===== src/rtl/exc_seq_pkg.sv =====
package exc_seq_pkg;

    typedef enum logic [1:0] {
        ST_IDLE    = 2'd0,
        ST_STACK   = 2'd1,
        ST_WINDOW  = 2'd2,
        ST_UNSTACK = 2'd3
    } seq_state_e;

    localparam int unsigned FRAME_WORDS = 3;
    localparam int unsigned HI_CLASS    = 3;
    localparam int unsigned SLOT_RESET  = 0;

    function automatic int unsigned slot_count(int unsigned n_irq, int unsigned n_trap);
        return HI_CLASS + n_irq + n_trap;
    endfunction

endpackage


===== src/rtl/exc_pend.sv =====
module exc_pend
    import exc_seq_pkg::*;
#(
    parameter int unsigned N_IRQ  = 4,
    parameter int unsigned N_TRAP = 4,
    localparam int unsigned NSRC  = slot_count(N_IRQ, N_TRAP)
) (
    input  logic              clk,
    input  logic              rst,
    input  logic              req_rst,
    input  logic              req_berr,
    input  logic              req_brk,
    input  logic [N_IRQ-1:0]  irq,
    input  logic              irq_mask,
    input  logic [N_TRAP-1:0] trap,
    input  logic [NSRC-1:0]   clr,
    output logic [NSRC-1:0]   elig
);
    localparam logic [NSRC-1:0] LATCHED = {{N_TRAP{1'b1}}, {N_IRQ{1'b0}}, 3'b111};

    logic [NSRC-1:0] raw;
    logic [NSRC-1:0] held_q;

    assign raw  = {trap, irq & {N_IRQ{~irq_mask}}, req_brk, req_berr, req_rst};
    assign elig = (held_q & LATCHED) | raw;

    always_ff @(posedge clk) begin
        if (rst) held_q <= '0;
        else     held_q <= elig & LATCHED & ~clr;
    end
endmodule


===== src/rtl/exc_pick.sv =====
module exc_pick #(
    parameter int unsigned N = 11,
    parameter int unsigned W = 4
) (
    input  logic [N-1:0] cand,
    output logic         found,
    output logic [W-1:0] idx
);
    always_comb begin
        found = 1'b0;
        idx   = '0;
        for (int i = N - 1; i >= 0; i--) begin
            if (cand[i]) begin
                found = 1'b1;
                idx   = W'(i);
            end
        end
    end
endmodule


===== src/rtl/exc_frame.sv =====
module exc_frame
    import exc_seq_pkg::*;
#(
    parameter int unsigned DW = 16
) (
    input  logic          clk,
    input  logic          rst,
    input  logic          load,
    input  logic [DW-1:0] status_in,
    input  logic [DW-1:0] pc_in,
    input  logic [DW-1:0] aux_in,
    input  logic          cnt_clr,
    input  logic          push_step,
    input  logic          pop_step,
    input  logic [DW-1:0] pop_data,
    output logic [DW-1:0] push_data,
    output logic          last_word,
    output logic [DW-1:0] rs_status,
    output logic [DW-1:0] rs_pc,
    output logic [DW-1:0] rs_aux
);
    localparam logic [1:0] LAST = 2'(FRAME_WORDS - 1);

    logic [1:0]    cnt_q;
    logic [DW-1:0] sv_status, sv_pc, sv_aux;

    assign last_word = (cnt_q == LAST);

    always_comb begin
        case (cnt_q)
            2'd0:    push_data = sv_status;
            2'd1:    push_data = sv_pc;
            2'd2:    push_data = sv_aux;
            default: push_data = '0;
        endcase
    end

    always_ff @(posedge clk) begin
        if (rst) begin
            cnt_q     <= '0;
            sv_status <= '0;
            sv_pc     <= '0;
            sv_aux    <= '0;
            rs_status <= '0;
            rs_pc     <= '0;
            rs_aux    <= '0;
        end else begin
            if (load) begin
                sv_status <= status_in;
                sv_pc     <= pc_in;
                sv_aux    <= aux_in;
            end
            if (cnt_clr)
                cnt_q <= '0;
            else if (push_step || pop_step)
                cnt_q <= last_word ? 2'd0 : cnt_q + 2'd1;
            if (pop_step) begin
                case (cnt_q)
                    2'd0:    rs_aux    <= pop_data;
                    2'd1:    rs_pc     <= pop_data;
                    default: rs_status <= pop_data;
                endcase
            end
        end
    end
endmodule


===== src/rtl/exc_seq_ctrl.sv =====
module exc_seq_ctrl
    import exc_seq_pkg::*;
#(
    parameter int unsigned N_IRQ  = 4,
    parameter int unsigned N_TRAP = 4,
    parameter int unsigned DW     = 16,
    localparam int unsigned NSRC  = slot_count(N_IRQ, N_TRAP),
    localparam int unsigned VW    = $clog2(NSRC)
) (
    input  logic              clk,
    input  logic              rst,
    input  logic              req_rst,
    input  logic              req_berr,
    input  logic              req_brk,
    input  logic [N_IRQ-1:0]  irq,
    input  logic              irq_mask,
    input  logic [N_TRAP-1:0] trap,
    input  logic              retire,
    input  logic              rti,
    input  logic [DW-1:0]     cur_status,
    input  logic [DW-1:0]     cur_pc,
    input  logic [DW-1:0]     cur_aux,
    output logic              push_valid,
    input  logic              push_ready,
    output logic [DW-1:0]     push_data,
    output logic              pop_valid,
    input  logic              pop_ready,
    input  logic [DW-1:0]     pop_data,
    output logic              handler_entry,
    output logic [VW-1:0]     vec_sel,
    output logic              restore_valid,
    output logic [DW-1:0]     restore_status,
    output logic [DW-1:0]     restore_pc,
    output logic [DW-1:0]     restore_aux
);
    localparam logic [NSRC-1:0] HI_MASK  = NSRC'(3'b111);
    localparam logic [NSRC-1:0] RST_MASK = NSRC'(1);
    localparam logic [VW-1:0]   VEC_RST  = VW'(SLOT_RESET);

    seq_state_e      state_q;
    logic [VW-1:0]   vec_q;
    logic            rv_q;
    logic [NSRC-1:0] elig, allow, cand, clr;
    logic            take;
    logic [VW-1:0]   take_vec;
    logic            last_word;
    logic            push_step, pop_step, cnt_clr, load;

    exc_pend #(.N_IRQ(N_IRQ), .N_TRAP(N_TRAP)) u_pend (
        .clk      (clk),
        .rst      (rst),
        .req_rst  (req_rst),
        .req_berr (req_berr),
        .req_brk  (req_brk),
        .irq      (irq),
        .irq_mask (irq_mask),
        .trap     (trap),
        .clr      (clr),
        .elig     (elig)
    );

    // Which slots the current phase may accept
    always_comb begin
        case (state_q)
            ST_IDLE:   allow = '1;
            ST_WINDOW: allow = HI_MASK;
            ST_STACK:  allow = (push_ready && last_word) ? HI_MASK : RST_MASK;
            default:   allow = RST_MASK;
        endcase
    end

    assign cand = elig & allow;

    exc_pick #(.N(NSRC), .W(VW)) u_pick (
        .cand  (cand),
        .found (take),
        .idx   (take_vec)
    );

    assign clr       = take ? (NSRC'(1) << take_vec) : '0;
    assign load      = take && (take_vec != VEC_RST);
    assign cnt_clr   = take || (state_q == ST_IDLE && rti);
    assign push_step = (state_q == ST_STACK) && push_ready && !take;
    assign pop_step  = (state_q == ST_UNSTACK) && pop_ready && !take;

    exc_frame #(.DW(DW)) u_frame (
        .clk       (clk),
        .rst       (rst),
        .load      (load),
        .status_in (cur_status),
        .pc_in     (cur_pc),
        .aux_in    (cur_aux),
        .cnt_clr   (cnt_clr),
        .push_step (push_step),
        .pop_step  (pop_step),
        .pop_data  (pop_data),
        .push_data (push_data),
        .last_word (last_word),
        .rs_status (restore_status),
        .rs_pc     (restore_pc),
        .rs_aux    (restore_aux)
    );

    always_ff @(posedge clk) begin
        if (rst) begin
            state_q <= ST_IDLE;
            vec_q   <= '0;
            rv_q    <= 1'b0;
        end else begin
            rv_q <= pop_step && last_word;
            if (take) begin
                vec_q   <= take_vec;
                state_q <= (take_vec == VEC_RST) ? ST_WINDOW : ST_STACK;
            end else begin
                case (state_q)
                    ST_IDLE:    if (rti) state_q <= ST_UNSTACK;
                    ST_STACK:   if (push_ready && last_word) state_q <= ST_WINDOW;
                    ST_WINDOW:  if (retire) state_q <= ST_IDLE;
                    ST_UNSTACK: if (pop_ready && last_word) state_q <= ST_IDLE;
                    default:    state_q <= ST_IDLE;
                endcase
            end
        end
    end

    assign push_valid    = (state_q == ST_STACK);
    assign pop_valid     = (state_q == ST_UNSTACK);
    assign handler_entry = (state_q == ST_WINDOW);
    assign vec_sel       = vec_q;
    assign restore_valid = rv_q;
endmodule


===== config.mk =====
export PLATFORM = sky130hd
export DESIGN_NAME = exc_seq_ctrl
export DESIGN_NICKNAME = d
export VERILOG_FILES = /design/src/rtl/exc_seq_pkg.sv /design/src/rtl/exc_pend.sv /design/src/rtl/exc_pick.sv /design/src/rtl/exc_frame.sv /design/src/rtl/exc_seq_ctrl.sv
export SDC_FILE = /design/constraint.sdc
export NUM_CORES = 1
export LEC_CHECK = 0
export BUFFER_PORTS_ARGS = -buffer_cell sky130_fd_sc_hd__buf_2
export CORE_MARGIN = 5
export CORE_UTILIZATION = 56
export DETAILED_ROUTE_END_ITERATION = 16
export PLACE_DENSITY = 0.91
export SLEW_MARGIN = 20
export SYNTH_ARGS = -nofsm -noshare
export SYNTH_HDL_FRONTEND = slang
export SYNTH_SLANG_ARGS = --single-unit

===== constraint.sdc =====
create_clock -name clk -period 3.02 [get_ports clk]
set_input_delay 0.151 -clock clk [delete_from_list [all_inputs] [get_ports clk]]
set_output_delay 0.151 -clock clk [all_outputs]
set_load 0.05 [all_outputs]

# Yosys cells after proc, flatten, opt, wreduce, memory -nomap -nowiden
# Index checks and enable logic that the tools add are counted.
[word_totals]
register_bits = 116
in_bits = 82
[classes]
addsub = 1
eq_ne = 9
shifts = 1
muxes = 34
bitwise_logic = 7
n_reduce_logical = 22
[op_table]
columns = ["operator", "count"]
rows = [
  ["16-bit one-hot mux with 3 select lines", 1],
  ["4-bit 2-to-1 mux", 11],
  ["11-bit one-hot mux with 3 select lines", 1],
  ["11-bit bitwise AND", 2],
  ["2-bit 2-to-1 mux", 7],
  ["1-bit 2-to-1 mux", 11],
  ["11-bit 2-to-1 mux", 1],
  ["11-bit NOT", 1],
  ["11-bit bitwise OR", 1],
  ["1-bit by 4-bit left shift with 11-bit output, first input constant", 1],
  ["1-bit logical AND", 9],
  ["2-bit one-hot mux with 4 select lines", 1],
  ["2-bit == test, second input constant", 3],
  ["3-bit by 1-bit != test with 1-bit output, second input constant", 2],
  ["2-bit AND reduction", 3],
  ["4-bit bitwise AND", 1],
  ["2-bit by 1-bit == test with 1-bit output, second input constant", 2],
  ["2-bit logical NOT", 2],
  ["4-bit logical NOT", 1],
  ["4-bit AND reduction", 1],
  ["4-bit nonzero test", 1],
  ["2-bit OR reduction", 2],
  ["3-bit 2-to-1 mux", 1],
  ["3-bit by 2-bit != test with 1-bit output, second input constant", 1],
  ["other kinds (5)", 7],
]

# Longest topological paths before layout
[depth]
ltp_word = 20
mapped_depth = 7
mapped_depth_nobuf = 5

# Modules after synthesis
# Synthesis repeated with hierarchy kept, for this count alone.
[hier_totals]
hier_cells = 553
area_unflattened_um2 = 4753.3
[by_module_without_submodules]
columns = ["mod", "n_inst", "cells_per_inst", "area_per_inst_um2"]
rows = [
  ["exc_frame", 1, 434, 3828.7],
  ["exc_seq_ctrl", 1, 75, 550.5],
  ["exc_pend", 1, 25, 261.5],
  ["exc_pick", 1, 19, 112.6],
]

# Worst setup path before layout
# No wires, ideal clock.
[synth_timing]
path_kind = "register -> output"
from = "reg u_frame.cnt_q[1]"
to = "out push_data[10]"
t_arrival_ps = 2292
t_required_ps = 2869
path_slack_ps = 577
stages_incl_launch_ff = 5
path_cell_list = "dfxtp_1 -> buf_1 -> buf_2 -> mux2i_1 -> o21ai_0"
[synth_via]
elab_chain_cells = 2
word_cells_on_any_way = 4
classes_between = "eq/ne (2); mux (1); reduce/logical (1)"
[synth_lines]
columns = ["item", "line", "rtl"]
rows = [
  ["from (decl)", "exc_frame.sv:24", "logic [1:0] cnt_q;"],
  ["from (signal assigned)", "exc_frame.sv:56", "cnt_q <= last_word ? 2'd0 : cnt_q + 2'd1;"],
  ["2-bit == test (tied with other cells)", "exc_frame.sv:30", "case (cnt_q)"],
  ["16-bit one-hot mux with 3 select lines *", "exc_frame.sv:30", ""],
  ["to (decl)", "exc_seq_ctrl.sv:25", "output logic [DW-1:0] push_data,"],
]
# Every way passes the cells marked *; elsewhere a longest branch is shown, timed or not.

# Worst setup path after layout
[layout_timing]
from = "reg u_frame.cnt_q[0]"
to = "out push_data[0]"
# The elaborated chain is that of the path after synthesis.

==> impl_metrics.json <==
{
  "start_util_pct": 57.1,
  "p_clk_share_pct": 31.0,
  "num_rows": 35,
  "cts_tree": "built",
  "drv_cap": 0,
  "p_sw_share_pct": 27.6,
  "instances_no_fill": 799,
  "power_density_nw_per_um2": 443,
  "worstSetupStartpointType": "flip-flop",
  "dpl.hpwl_mm": 9.28,
  "first_global_vias": 4275,
  "htreeDepth": 3,
  "antenna_cells": 0,
  "grt_overflow_total": 0,
  "fin_worst_skew_ns": 0.0169,
  "grt_use_total_pct": 21.6,
  "root_buffer": "clkbuf_8",
  "worst_ep_arrival_time_ns": 2.36,
  "io_pins": 154,
  "worstPathRequired_ns": 2.87,
  "core-area_um2": 9200,
  "crit_type": "flip-flop to primary output",
  "drive_gt1_share_pct": 27.6,
  "routed_wl_mm": 12.6,
  "final_hold_viol_count": 0,
  "worstMarginPinSlew_ns": 0.852,
  "postCtsSetupRepairBufs": 0,
  "yosysWarnings": 0,
  "fp.dieH_um": 107,
  "drtIter0Drc": 214,
  "dr.pass1.iters": 5,
  "fp.dieArea_um2": 11400,
  "yosysUniqueCellTypes": 48,
  "post-place-cells": 783,
  "cts_hold_buf": 0,
  "drtAntennaViolNets": 0,
  "power.net_switching_uw": 768,
  "comb_power_share_pct": 13.3,
  "insertion_delay_ns": 0.38,
  "max_slew_margin_pct": 43.2,
  "syn-num-nets": 629,
  "vias_per_cell": 5.39,
  "portBuffers": 153,
  "p_leak_nw": 2.70,
  "endpoint_kind": "primary output",
  "syn_avg_cell_area_um2": 9.61,
  "synth-seq-cells": 112,
  "cts_buffer_depth": 2,
  "clk_pin_slew_ns": 0.11,
  "cts_sinks": 112,
  "vias": 4307,
  "gp_congestion": 0.881,
  "period_share_pct": 83.0,
  "worstPathMaxFanout": 10,
  "synth-edff-count": 0,
  "grt_pass1_wl_mm": 20.1,
  "fin_crit_ns": 2.51,
  "antenna_found_initial": 0,
  "synth_cells": 547,
  "status": "finished clean",
  "fp.dieW_um": 107,
  "ctsResizeCount": 0,
  "setup_viol": 0,
  "syn2layout_area_growth_pct": 19.6,
  "ir_drop_mv": 0.278,
  "holdCritPathClass": "input port to flip-flop",
  "wl_per_cell_um": 15.8,
  "seq_area_frac_synth_pct": 42.7,
  "ys.flop_type": "dfxtp_1",
  "grt_max_degree": 121,
  "cts_made_buffers": 9,
  "internal_power_mw": 2.01,
  "drcViolationCount": 0,
  "maxSlewViolCount": 0,
  "final.setup.tns_ns": 0,
  "syn_area_um2": 5260,
  "seq_power_share_pct": 55.7,
  "synthArstFlopShare_pct": 0,
  "rsz0062_at_grt": "false",
  "max_freq_mhz": 399,
  "nNetsFinal": 765
}
[Yosys cell counts (2+ instances only)]
master / instances / area share [%]
dfxtp_1: 112 / 43
nand2_1: 22 / 1.6
inv_1: 2 / 0.14
and4b_1: 2 / 0.38
clkbuf_1: 25 / 1.8
nand3_1: 3 / 0.29
and3_1: 2 / 0.24
a211oi_1: 3 / 0.43
o21ai_0: 22 / 2.1
o211ai_1: 2 / 0.29
nor3b_1: 2 / 0.29
nand3b_1: 3 / 0.43
nor3_1: 4 / 0.38
mux2i_1: 113 / 22
nor4b_1: 2 / 0.33
buf_2: 5 / 0.48
buf_1: 2 / 0.14
buf_4: 5 / 0.71
nor2b_1: 5 / 0.60
a311oi_1: 5 / 0.83
mux2_2: 2 / 0.43
and2_1: 3 / 0.36
nand2b_1: 146 / 17
nor2_1: 30 / 2.1
a21oi_1: 2 / 0.19
[cells by family (layout without fill, tap and decap cells)]
kind of cell / after synthesis / count (layout) / synth area share, %
compound gates: 46 / 46 / 5.74
buf+inv: 40 / 181 / 3.48
flops: 112 / 112 / 42.7
mux: 115 / 115 / 22.0
other cells: 1 / 1 / 0.0714
simple gates: 233 / 233 / 26.1
[per-layer routing]
layer	GRT usage [%]	part of all wire, %	wire [um]
met4	6.76	1.3	163
met1	27.0	43	5430
met2	36.5	48	6080
met3	5.66	7.3	913
met5	0	0	0
[power by group through the flow]
| stage | clock (mW) | sequential [mW] | combinational [mW] |
|---|---|---|---|
| finish | 0.863 | 1.55 | 0.370 |
| detailed placement | 0 | 1.58 | 0.368 |
| CTS | 0.880 | 1.55 | 0.370 |
| floorplan | 0 | 1.58 | 0.248 |
| global route | 0.942 | 1.55 | 0.401 |
| global placement | 0 | 1.58 | 0.357 |
[final cells by class]
cell class	count	area (um^2)
flip-flops and latches	112	2240
multi-input cells	395	2850
repair buffers	163	856
fillers	715	2910
clock buffers	10	138
clock inverters	6	51.3
well taps	111	139
inverters	2	7.51
[path summary, 6_finish.rpt]
path / start / to / slack, ns / cells past startpoint
worst max-delay path: u_frame.cnt_q[0] / push_data[0] / 0.51 / 5
worst min register to register: u_frame.sv_pc[3] / u_frame.sv_pc[3] / 0.48 / 2
worst min-delay path: cur_aux[15] / u_frame.sv_aux[15] / 0.02 / 3
worst max register to register: state_q[1] / u_frame.rs_aux[11] / 0.63 / 6
[sequential cells by signal, indices dropped and copies added, names as in the netlist]
name	count
u_frame.rs_aux	16
u_frame.rs_pc	16
u_frame.rs_status	16
u_frame.sv_aux	16
u_frame.sv_pc	16
u_frame.sv_status	16
u_pend.held_q	7
vec_sel	4
state_q	2
u_frame.cnt_q	2
restore_valid	1
[metrics by stage]
step	setup slack [ns]	power [mW]	hold WS, ns	utilization, %	cell area [um^2]
floorplan	0.577	1.83	0.298	-	5260
global placement	0.787	1.94	0.405	66.3	6100
detailed placement	0.640	1.95	0.413	66.3	6100
CTS	0.524	2.80	0.0156	68.4	6290
global route	0.362	2.90	0.0102	68.4	6290
finish	0.514	2.78	0.0224	68.4	6290
[critical path, cell delays in order (launching register included)]
cell,delay (ns)
dfxtp_1,0.48
nor2b_1,0.66
buf_4,0.31
nand2_1,0.07
o21ai_0,0.13
buf_2,0.33
[layout by cell type (no fill, tap or decap), drive strengths merged, types with 5 or more instances in the layout]
master | Yosys | final
buf | 13 | 163
nand2b | 146 | 146
mux2i | 113 | 113
dfxtp | 112 | 112
nor2 | 31 | 31
o21ai | 23 | 23
nand2 | 22 | 22
clkbuf | 25 | 10
nor2b | 5 | 5
a311oi | 5 | 5
(Power assumes the default switching activity.)
